--- config.mk ---
export PLATFORM = sky130hd
export DESIGN_NAME = ect_channel
export DESIGN_NICKNAME = d
export VERILOG_FILES = /design/src/rtl/ect_pkg.sv /design/src/rtl/ect_regs.sv /design/src/rtl/ect_ctrl.sv /design/src/rtl/ect_channel.sv
export SDC_FILE = /design/constraint.sdc
export NUM_CORES = 1
export LEC_CHECK = 0
export ABC_AREA = 1
export BUFFER_PORTS_ARGS = -buffer_cell sky130_fd_sc_hd__buf_4
export CORE_ASPECT_RATIO = 0.5
export CORE_MARGIN = 4
export CORE_UTILIZATION = 49
export DETAILED_ROUTE_END_ITERATION = 10
export HOLD_SLACK_MARGIN = 0.06
export PLACE_DENSITY = 0.67
export SLEW_MARGIN = 20
export SYNTH_ARGS = -nofsm -noshare
export SYNTH_HDL_FRONTEND = slang
export SYNTH_SLANG_ARGS = --single-unit
--- constraint.sdc ---
create_clock -name clk -period 4.7 [get_ports clk]
set_clock_uncertainty 0.05 [all_clocks]
set_input_delay 0.705 -clock clk [delete_from_list [all_inputs] [get_ports clk]]
set_output_delay 0.705 -clock clk [all_outputs]
set_load 0.02 [all_outputs]
--- src/rtl/ect_pkg.sv ---
// Package ect_pkg
// Shared configuration layout for the comparator event timer channel.
// Assumes the configuration word sits in the low bits of the write data.
package ect_pkg;

    localparam int CFG_W          = 4;
    localparam int CFG_EN_BIT     = 0;
    localparam int CFG_PER_BIT    = 1;
    localparam int CFG_WIDE32_BIT = 2;
    localparam int CFG_SETV_BIT   = 3;

    // Packed so that the last field lands on bit 0 of the write word.
    typedef struct packed {
        logic setval;
        logic wide32;
        logic periodic;
        logic enable;
    } cfg_t;

endpackage

--- src/rtl/ect_regs.sv ---
// Module ect_regs
// Holds the configuration bits, the visible comparator and the hidden
// period. Applies the write rules, the set-value handshake, the period
// top-bit mask and the truncation to 32 bits. Periodic advance comes in
// from the controller on adv_i.
// Assumes at most one write strobe per cycle; if several occur, a later
// one in source order wins.
module ect_regs
    import ect_pkg::*;
#(
    parameter int CNT_W = 64
) (
    input  logic               clk,
    input  logic               rst_n,
    input  logic               cfg_wr_i,
    input  logic               cmp_lo_wr_i,
    input  logic               cmp_hi_wr_i,
    input  logic [CNT_W/2-1:0] wdata_i,
    input  logic               adv_i,
    output cfg_t               cfg_o,
    output logic [CNT_W-1:0]   cmp_o,
    output logic [CNT_W-1:0]   period_o
);

    localparam int HW = CNT_W / 2;

    cfg_t             cfg_q;
    logic [CNT_W-1:0] cmp_q;
    logic [CNT_W-1:0] per_q;
    logic [CNT_W-1:0] sum;
    logic [HW-1:0]    per_lo_val;
    logic [HW-1:0]    per_hi_val;
    logic             cmp_writable;

    // Next comparator after one periodic step, wrapped to 32 bits when needed.
    always_comb begin
        sum = cmp_q + per_q;
        if (cfg_q.wide32) begin
            sum[CNT_W-1:HW] = '0;
        end
    end

    // Period values after the top-bit mask, and the set-value gate.
    always_comb begin
        per_lo_val   = cfg_q.wide32 ? {1'b0, wdata_i[HW-2:0]} : wdata_i;
        per_hi_val   = cfg_q.wide32 ? '0 : {1'b0, wdata_i[HW-2:0]};
        cmp_writable = !cfg_q.periodic || cfg_q.setval;
    end

    // Register update: reset, advance, configuration and comparator writes.
    always_ff @(posedge clk) begin
        if (!rst_n) begin
            cfg_q <= '0;
            cmp_q <= '1;
            per_q <= '0;
        end else begin
            if (adv_i) begin
                cmp_q <= sum;
            end
            if (cfg_wr_i) begin
                cfg_q <= cfg_t'(wdata_i[CFG_W-1:0]);
                if (wdata_i[CFG_WIDE32_BIT]) begin
                    cmp_q[CNT_W-1:HW] <= '0;
                    per_q[CNT_W-1:HW] <= '0;
                end
            end
            if (cmp_lo_wr_i) begin
                if (cmp_writable) begin
                    cmp_q[HW-1:0] <= wdata_i;
                end
                if (cfg_q.periodic) begin
                    per_q[HW-1:0] <= per_lo_val;
                end
                cfg_q.setval <= 1'b0;
            end
            if (cmp_hi_wr_i) begin
                if (cmp_writable) begin
                    if (!cfg_q.wide32) begin
                        cmp_q[CNT_W-1:HW] <= wdata_i;
                    end
                end else begin
                    per_q[CNT_W-1:HW] <= per_hi_val;
                end
                cfg_q.setval <= 1'b0;
            end
        end
    end

    assign cfg_o    = cfg_q;
    assign cmp_o    = cmp_q;
    assign period_o = per_q;

endmodule

--- src/rtl/ect_ctrl.sv ---
// Module ect_ctrl
// Arms and evaluates the channel. It computes the reached test in 32-bit
// or 64-bit signed form, decides the one-shot, periodic and wrap events,
// drives the periodic advance and registers the fire and clear strobes.
// Assumes count_i is the shared main counter, sampled once per clock.
module ect_ctrl #(
    parameter int CNT_W = 64
) (
    input  logic             clk,
    input  logic             rst_n,
    input  logic [CNT_W-1:0] count_i,
    input  logic             glb_en_i,
    input  logic             en_i,
    input  logic             periodic_i,
    input  logic             wide32_i,
    input  logic [CNT_W-1:0] cmp_i,
    input  logic [CNT_W-1:0] period_i,
    input  logic             cmp_wr_i,
    output logic             adv_o,
    output logic             fire_o,
    output logic             clr_req_o
);

    localparam int HW = CNT_W / 2;

    logic          act, act_q, en_q;
    logic          arm_q, armed_q, wrap_q, catch_q;
    logic          fire_q, clr_q;
    logic [HW-1:0] prev_lo_q;
    logic [HW-1:0] d32, dist32;
    logic [CNT_W-1:0] d64;
    logic          reached, wrapped, wrap_set, per_mode, evaluating;

    // Compare, wrap-distance and mode decode for the current cycle.
    always_comb begin
        act        = en_i && glb_en_i;
        d32        = cmp_i[HW-1:0] - count_i[HW-1:0];
        d64        = cmp_i - count_i;
        reached    = wide32_i ? ((d32 == '0) || d32[HW-1])
                              : ((d64 == '0) || d64[CNT_W-1]);
        dist32     = reached ? {{(HW-1){1'b0}}, 1'b1} : d32;
        wrap_set   = wide32_i && !periodic_i && (~count_i[HW-1:0] < dist32);
        wrapped    = count_i[HW-1:0] < prev_lo_q;
        per_mode   = periodic_i && (period_i != '0);
        evaluating = act && !arm_q && armed_q;
        adv_o      = evaluating && per_mode && reached;
    end

    // Arm, evaluate and strobe sequencing.
    always_ff @(posedge clk) begin
        if (!rst_n) begin
            act_q     <= 1'b0;
            en_q      <= 1'b0;
            arm_q     <= 1'b0;
            armed_q   <= 1'b0;
            wrap_q    <= 1'b0;
            catch_q   <= 1'b0;
            fire_q    <= 1'b0;
            clr_q     <= 1'b0;
            prev_lo_q <= '0;
        end else begin
            act_q     <= act;
            en_q      <= en_i;
            prev_lo_q <= count_i[HW-1:0];
            fire_q    <= 1'b0;
            clr_q     <= en_q && !en_i;
            arm_q     <= act && (!act_q || cmp_wr_i);
            if (!act) begin
                armed_q <= 1'b0;
                wrap_q  <= 1'b0;
                catch_q <= 1'b0;
            end else if (arm_q) begin
                armed_q <= 1'b1;
                wrap_q  <= wrap_set;
                catch_q <= 1'b0;
            end else if (armed_q) begin
                if (per_mode) begin
                    if (reached) begin
                        fire_q  <= !catch_q;
                        catch_q <= 1'b1;
                    end else begin
                        catch_q <= 1'b0;
                    end
                end else if (wrap_q) begin
                    if (wrapped) begin
                        fire_q <= 1'b1;
                        wrap_q <= 1'b0;
                        if (reached) begin
                            armed_q <= 1'b0;
                        end
                    end
                end else if (reached) begin
                    fire_q  <= 1'b1;
                    armed_q <= 1'b0;
                end
            end
        end
    end

    assign fire_o    = fire_q;
    assign clr_req_o = clr_q;

endmodule

--- src/rtl/ect_channel.sv ---
// Module ect_channel
// Top of one comparator event timer channel: register storage plus
// arm/evaluate control. fire_o goes to an external interrupt router.
// Assumes a synchronous active-low reset and a shared free-running counter.
module ect_channel
    import ect_pkg::*;
#(
    parameter int CNT_W = 64
) (
    input  logic               clk,
    input  logic               rst_n,
    input  logic [CNT_W-1:0]   count_i,
    input  logic               glb_en_i,
    input  logic               cfg_wr_i,
    input  logic               cmp_lo_wr_i,
    input  logic               cmp_hi_wr_i,
    input  logic [CNT_W/2-1:0] wdata_i,
    output logic               fire_o,
    output logic               clr_req_o
);

    cfg_t             cfg_q;
    logic [CNT_W-1:0] cmp_q;
    logic [CNT_W-1:0] period_q;
    logic             adv;

    // Storage for configuration, comparator and period.
    ect_regs #(.CNT_W(CNT_W)) u_regs (
        .clk         (clk),
        .rst_n       (rst_n),
        .cfg_wr_i    (cfg_wr_i),
        .cmp_lo_wr_i (cmp_lo_wr_i),
        .cmp_hi_wr_i (cmp_hi_wr_i),
        .wdata_i     (wdata_i),
        .adv_i       (adv),
        .cfg_o       (cfg_q),
        .cmp_o       (cmp_q),
        .period_o    (period_q)
    );

    // Event decision and output strobes.
    ect_ctrl #(.CNT_W(CNT_W)) u_ctrl (
        .clk        (clk),
        .rst_n      (rst_n),
        .count_i    (count_i),
        .glb_en_i   (glb_en_i),
        .en_i       (cfg_q.enable),
        .periodic_i (cfg_q.periodic),
        .wide32_i   (cfg_q.wide32),
        .cmp_i      (cmp_q),
        .period_i   (period_q),
        .cmp_wr_i   (cmp_lo_wr_i || cmp_hi_wr_i),
        .adv_o      (adv),
        .fire_o     (fire_o),
        .clr_req_o  (clr_req_o)
    );

endmodule

# Yosys cells after proc, flatten, opt, wreduce, memory -nomap -nowiden
# Cells that the tools add are included.
# word_totals
reg_bits	172
latchBits	0
mem_bits_rw	0
romBits	0
in_bits	102
out_inout_bits	2
wordCells	90
mem_count	0
# classes
n_addsub	3
multipliers	0
div	0
magnitude_cmp	2
n_eq_ne	1
shifts	0
mux	33
bitwise_logic	4
reduce_logical	31
# ops
operator	count
$mux 32	14
$add 64x64->64	1
$logic_not 64->1	1
$lt 32x32->1	2
$mux 64	1
$reduce_bool 64->1	1
$sub 64x64->64	1
$logic_not 32->1	1
$not 32->32	1
$sub 32x32->32	1
$mux 31	1
$mux 1	17
$logic_and 1x1->1	10
$reduce_and 2->1	4
$reduce_or 3->1	2
$logic_not 1->1	5
$logic_or 1x1->1	5
$reduce_or 4->1	1
$not 1->1	3
$ne 2x1->1 const B	1
$reduce_bool 2->1	1

# Longest topological paths before layout
# logic_depth
word_depth	11
mapped_depth	37
depth_no_buf	36

# Cells and area by module
# Synthesis repeated with hierarchy kept, for this count alone.
# hier_totals
cells_unflattened	3827
hier_area_um2	20498.4
# modules_own_cells
module	instances	cells_each	area_per_inst_um2	seq_area_each_um2
ect_regs	1	2001	11162.0	2642.5
ect_ctrl	1	1823	9325.2	800.8
ect_channel	1	3	11.3	0.0

# Least setup slack after synthesis
# Ideal clock, no wire load.
# synth_timing
path_kind	input-to-reg
start	input count_i[0]
end	register u_ctrl.wrap_q
setup_ps	70
t_arrival_ps	4209
t_required_ps	4580
setup_slack_ps	371
path_stages	31
n_path_buf	1
path_cell_list	ha_1 > fa_1 > inv_1 > nand3_1 > nor2_1 > nand2_1 > nand3_1 > nand2_1 > nand2_1 > nand2_1 > nand2_1 > nand3_1 > nor2_1 > nand3_1 > nor2_1 > nand3_1 > nor2_1 > nand2_1 > nand2_4 > clkinv_1 > clkbuf_1 > nand3_1 > ha_1 > a21oi_1 > nor2_1 > a211oi_1 > o221a_2 > nand2_1 > nand2_1 > nand2_1 > a21oi_1
# synth_via
elab_chain_cells	8
elab_cells_between_ends	17
cone_classes	add/sub: 2; order compare: 2; mux: 7; bitwise: 1; reduce/logical: 5
# synth_rtl
item	line	text
start: declaration	ect_channel.sv:12	input logic [CNT_W-1:0] count_i,
$sub 64x64->64 or $sub 32x32->32 (tied branches)	ect_ctrl.sv:38, ect_ctrl.sv:37	
$logic_not 64->1 or $logic_not 32->1 (tied branches)	ect_ctrl.sv:40, ect_ctrl.sv:39	
$logic_or 1x1->1, on equally long branches	ect_ctrl.sv:40, ect_ctrl.sv:39	
$mux 1	ect_ctrl.sv:39	reached = wide32_i ? ((d32 == '0) || d32[HW-1])
$mux 32	ect_ctrl.sv:41	dist32 = reached ? {{(HW-1){1'b0}}, 1'b1} : d32;
$lt 32x32->1	ect_ctrl.sv:42	wrap_set = wide32_i && !periodic_i && (~count_i[HW-1:0] < dist32);
$logic_and 1x1->1	ect_ctrl.sv:42	
$mux 1 (*)	ect_ctrl.sv:72	end else if (arm_q) begin
end signal: assignment	ect_ctrl.sv:74	wrap_q <= wrap_set;
end: declaration	ect_ctrl.sv:27	logic arm_q, armed_q, wrap_q, catch_q;
# Mark *: on every way between the ends. The rest lies on a longest branch, timed or not. The select of a mux whose other input is x is not followed.
# A chain may end at the register's enable or synchronous reset.

# Worst setup path after layout
# layout_timing
start	register u_regs.cmp_q[28], in the netlist u_regs.cmp_o[28]
end	register u_ctrl.wrap_q
# layout_via
elab_chain_cells	8
elab_cells_between_ends	11
cone_classes	add/sub: 2; order compare: 1; mux: 3; reduce/logical: 5
# layout_rtl
item	line	text
start: declaration	ect_regs.sv:28	logic [CNT_W-1:0] cmp_q;
start signal: assignment	ect_regs.sv:58	cmp_q <= sum;
start signal: indexed assignment	ect_regs.sv:69	cmp_q[HW-1:0] <= wdata_i;
start signal: indexed assignment	ect_regs.sv:79	cmp_q[CNT_W-1:HW] <= wdata_i;
$sub 64x64->64 or $sub 32x32->32 (tied branches)	ect_ctrl.sv:38, ect_ctrl.sv:37	
$logic_not 64->1 or $logic_not 32->1 (tied branches)	ect_ctrl.sv:40, ect_ctrl.sv:39	
$logic_or 1x1->1, on equally long branches	ect_ctrl.sv:40, ect_ctrl.sv:39	
$mux 1	ect_ctrl.sv:39	
$mux 32 (*)	ect_ctrl.sv:41	
$lt 32x32->1 (*)	ect_ctrl.sv:42	
$logic_and 1x1->1 (*)	ect_ctrl.sv:42	
$mux 1 (*)	ect_ctrl.sv:72	
# Mark *: on every way between the ends. The rest lies on a longest branch, timed or not.

==> metrics.txt <==
outcome complete, no violations; die height 144 um; TritonCTS clock tree yes; global-route wire length before repair 117,000 um; initial detailed-routing violation count 2,541; sequential fraction of the synthesis area 18.9%; worst-case clock buffer depth 2; synthesized area per cell 5.83 um2; ratio of cells with drive above 1 in the final layout 16.1%; post-route clock period utilization 99.4%; nets in the synthesized netlist 3,417; residual antenna-violating net count after detailed routing 0; routed wire length approximately 78,000 um; number of top-level design ports 104; Max Fclk 0.214 GHz; fraction of power spent switching nets 45.4%; dpl hpwl between 60,000 and 70,000 um; critical path fanouts, max 9; PwrDens ~280 nW/um2; global routing usage summed across all routing layers 37.9%; end-of-flow core utilization 62.4%; drt wl/cell 19.6 um; cell leakage power ~12 nW; path type of the worst min-delay path flip-flop to flip-flop; synthesis-to-layout area growth 24.1%; quantity of I/O buffers inserted on ports 103; area enclosed by the die boundary 40,500 um2; Gate power share 48.6%; via count of the first global-routing pass ~20k; synth warn 0; net switching power of the design between 0.002 and 0.003 W; top cells by area in the synthesized netlist sky130_fd_sc_hd__dfxtp_1 (19%), sky130_fd_sc_hd__nand2_1 (18%), sky130_fd_sc_hd__ha_1 (13%); portion of total power attributed to the clock network roughly 25%; Total Power Consumption approximately 0.0064 W; Final Hold Fails 0; antenna diode count 0; number of different library cells in the post-synthesis netlist 55; starting density of the core 50.2%; gate count of the mapped netlist between 3k and 4k; IR Drop Worst-Case VDD 253 uV; number of placed cells counting well taps 3,969; #FFs+latches synth around 170; global placer's final weighted congestion 1.02; Placement Rows between 40 and 50; Tmin final ~4.7 ns; Sink Count around 170; Tightest Pin Transition ~1.2 ns; clk slew on worst S/H paths about 0.090 ns; Setup crit end kind flip-flop; net count of the finished layout 3,797; worst endpoint required time 5.04 ns; max cap viols 0; Clk Tree Root Cell sky130_fd_sc_hd__clkbuf_16; data arrival at the endpoint of the critical path 5.02 ns; final standard cell count with taps included and fillers excluded 4,002; number of setup violations in the final report 0; launching element type of the critical path flip-flop; largest net degree at the start of global routing 80; post-synthesis cell area roughly 18,000 um2; Primary FF master, synth sky130_fd_sc_hd__dfxtp_1; Inserted Clock Buffers 17; unrepaired setup endpoints after global routing yes; Int Power 0.00351 W; die extent in x 281 um; fraction of synthesized cell area taken by the top area cell type 18.9%; Vias 22.0k; Crit Path Class flip-flop to flip-flop; via/cell ratio 5.51; final count of pins violating max slew 0; Worst Hold Margin 0.374 ns; global route overflow 0; count of flip-flops with a built-in enable after synthesis 0; DRT Pass-1 Iters 6; clock latency on the worst-skew pair 0.47 ns; register share of total power 26.7%; aggregate negative setup slack 0 ns; initial antenna violation count 1; Max-Slew Margin vs Limit 23.2%; asr flop ratio synth 0%; Placeable Area 36,300 um2; Clock H-tree levels 4; library cell occupying the most area in the post-synthesis netlist sky130_fd_sc_hd__dfxtp_1; drt drc 0
[cell usage in the layout, fill, tap and decap left out, types with 5 or more instances in the layout]
cell                        netlist  routed
sky130_fd_sc_hd__nor4_1          24      23
sky130_fd_sc_hd__clkbuf_16        0      17
sky130_fd_sc_hd__nand3b_1        10      10
sky130_fd_sc_hd__a31oi_1         27      27
sky130_fd_sc_hd__inv_12           0       5
sky130_fd_sc_hd__dfxtp_1        172     149
sky130_fd_sc_hd__nor3_1          25      24
sky130_fd_sc_hd__inv_1          572     570
sky130_fd_sc_hd__or2_2            8       8
sky130_fd_sc_hd__nor2_1         314     299
sky130_fd_sc_hd__nand2_2          2       9
sky130_fd_sc_hd__o21bai_1         8       7
sky130_fd_sc_hd__o21a_1           6       6
sky130_fd_sc_hd__inv_8            0       6
sky130_fd_sc_hd__o211ai_2        13      13
sky130_fd_sc_hd__dfxtp_2          0      19
sky130_fd_sc_hd__a21o_1          11      11
sky130_fd_sc_hd__o21ai_1         27      28
sky130_fd_sc_hd__a21oi_1        258     256
sky130_fd_sc_hd__xnor2_1         25      25
sky130_fd_sc_hd__o211ai_1        58      58
sky130_fd_sc_hd__nand3_1        213     207
sky130_fd_sc_hd__o221ai_1         7       7
sky130_fd_sc_hd__xor2_1          20      20
sky130_fd_sc_hd__nand3_2          0       5
sky130_fd_sc_hd__buf_4            1     424
sky130_fd_sc_hd__o21ai_0        131     130
sky130_fd_sc_hd__nand4_1         30      30
sky130_fd_sc_hd__ha_1           188     180
sky130_fd_sc_hd__nor2_2           6      19
sky130_fd_sc_hd__nand2_1        860     853
[synth_stat cells, types with 7 or more instances]
cell type                    n
sky130_fd_sc_hd__o21ai_0   131
sky130_fd_sc_hd__a21o_1     11
sky130_fd_sc_hd__o221ai_1    7
sky130_fd_sc_hd__nand4_1    30
sky130_fd_sc_hd__nor3_1     25
sky130_fd_sc_hd__nand2_1   860
sky130_fd_sc_hd__xnor2_1    25
sky130_fd_sc_hd__dfxtp_1   172
sky130_fd_sc_hd__o211ai_2   13
sky130_fd_sc_hd__ha_1      188
sky130_fd_sc_hd__a21oi_1   258
sky130_fd_sc_hd__o211ai_1   58
sky130_fd_sc_hd__nor2_1    314
sky130_fd_sc_hd__nand3b_1   10
sky130_fd_sc_hd__nor4_1     24
sky130_fd_sc_hd__a31oi_1    27
sky130_fd_sc_hd__o21bai_1    8
sky130_fd_sc_hd__clkbuf_1   51
sky130_fd_sc_hd__inv_1     572
sky130_fd_sc_hd__buf_2       8
sky130_fd_sc_hd__or2_2       8
sky130_fd_sc_hd__nand3_1   213
sky130_fd_sc_hd__xor2_1     20
sky130_fd_sc_hd__o21ai_1    27
[sequential cells by signal (all words and copies together) (netlist names)]
register          cells
u_regs.cmp_o         64
u_regs.period_o      64
u_ctrl.prev_lo_q     32
u_regs.cfg_o          4
u_ctrl.act_q          1
u_ctrl.arm_q          1
u_ctrl.armed_q        1
u_ctrl.catch_q        1
u_ctrl.clr_req_o      1
u_ctrl.en_q           1
u_ctrl.fire_o         1
u_ctrl.wrap_q         1
[power by group through the flow]
stage               logic (W)  registers (W)  clock network [W]
global route          0.00344        0.00172            0.00165
detailed placement    0.00298        0.00173                  0
CTS                   0.00300        0.00170            0.00159
floorplan             0.00181        0.00163                  0
finish                0.00313        0.00172            0.00158
global placement      0.00296        0.00173                  0
[metal layers]
layer | part of all wire (%) | global-route usage [%] | wire length (um)
met1 | 45 | 54.7 | 35400
met2 | 40 | 57.4 | 31600
met3 | 12 | 7.65 | 9210
met4 | 2.8 | 10.9 | 2160
met5 | 0.011 | 0 | 9
[final timing paths]
check	from	end	slack, ns	cells after the start
setup / recovery	u_regs.cmp_o[28]$_SDFF_PN1_	u_ctrl.wrap_q$_SDFFE_PN0P_	0.03	27
hold / removal	u_ctrl.en_q$_SDFF_PN0_	u_ctrl.clr_req_o$_SDFF_PN0_	0.37	2
setup reg to reg	u_regs.cmp_o[28]$_SDFF_PN1_	u_ctrl.wrap_q$_SDFFE_PN0P_	0.03	27
hold reg to reg	u_ctrl.en_q$_SDFF_PN0_	u_ctrl.clr_req_o$_SDFF_PN0_	0.37	2
[logic make-up after synthesis]
family	Yosys count	synth area share, %
AOI/OAI and AO/OA	574	18.3
xor gates and xnor gates	45	2.16
adders and majority gates	190	13.1
buffers and inverters	645	13.7
DFF	172	18.9
and+or+nand+nor	1499	33.8
[critical path, cell delays in order, from the launching register on]
cell	delay [ns]
sky130_fd_sc_hd__dfxtp_1	0.55
sky130_fd_sc_hd__ha_1	0.35
sky130_fd_sc_hd__a21oi_1	0.27
sky130_fd_sc_hd__inv_1	0.07
sky130_fd_sc_hd__nor2_1	0.17
sky130_fd_sc_hd__nand2_1	0.12
sky130_fd_sc_hd__a21oi_1	0.25
sky130_fd_sc_hd__nand2_2	0.16
sky130_fd_sc_hd__nand3_1	0.15
sky130_fd_sc_hd__nand2_1	0.07
sky130_fd_sc_hd__nand2_1	0.09
sky130_fd_sc_hd__nand3_2	0.13
sky130_fd_sc_hd__nor2_2	0.15
sky130_fd_sc_hd__nand3_1	0.11
sky130_fd_sc_hd__nor2_2	0.11
sky130_fd_sc_hd__nand2_2	0.09
sky130_fd_sc_hd__nand2_4	0.08
sky130_fd_sc_hd__clkinvlp_4	0.15
sky130_fd_sc_hd__buf_4	0.21
sky130_fd_sc_hd__nand3_1	0.09
sky130_fd_sc_hd__ha_1	0.24
sky130_fd_sc_hd__nand2_2	0.10
sky130_fd_sc_hd__nor2_1	0.05
sky130_fd_sc_hd__a211oi_1	0.18
sky130_fd_sc_hd__o221a_2	0.22
sky130_fd_sc_hd__o2111a_1	0.21
sky130_fd_sc_hd__nand2_1	0.07
sky130_fd_sc_hd__a21oi_1	0.12
[timing repair]
| action | CTS | global route |
|---|---|---|
| resized for setup | 4 | 70 |
| endpoints found under the hold margin | 0 | 0 |
| hold buffers | 0 | 0 |
| cloned | 0 | 0 |
| setup buffers | 0 | 1 |
| setup endpoints to repair | 1 | 7 |
| pin swaps | 0 | 1 |
[layout make-up]
type,count,area [um2]
Fill cell,3669,13700
Multi-Input combinational cell,2308,12500
Sequential cell,172,3480
Timing Repair Buffer,428,3260
Inverter,578,2180
Tap cell,484,606
Clock buffer,17,425
Clock inverter,15,184
[per-stage QoR]
| step | area [um2] | worst slack [ns] |
|---|---|---|
| 2_1_floorplan | 18200 | 0.371 |
| 3_3_place_gp | 21800 | -0.420 |
| 3_5_place_dp | 21800 | -0.416 |
| 4_1_cts | 22400 | 0.00987 |
| 5_1_grt | 22600 | -0.104 |
| 6_report | 22600 | 0.0275 |
(Power assumes the default switching activity.)
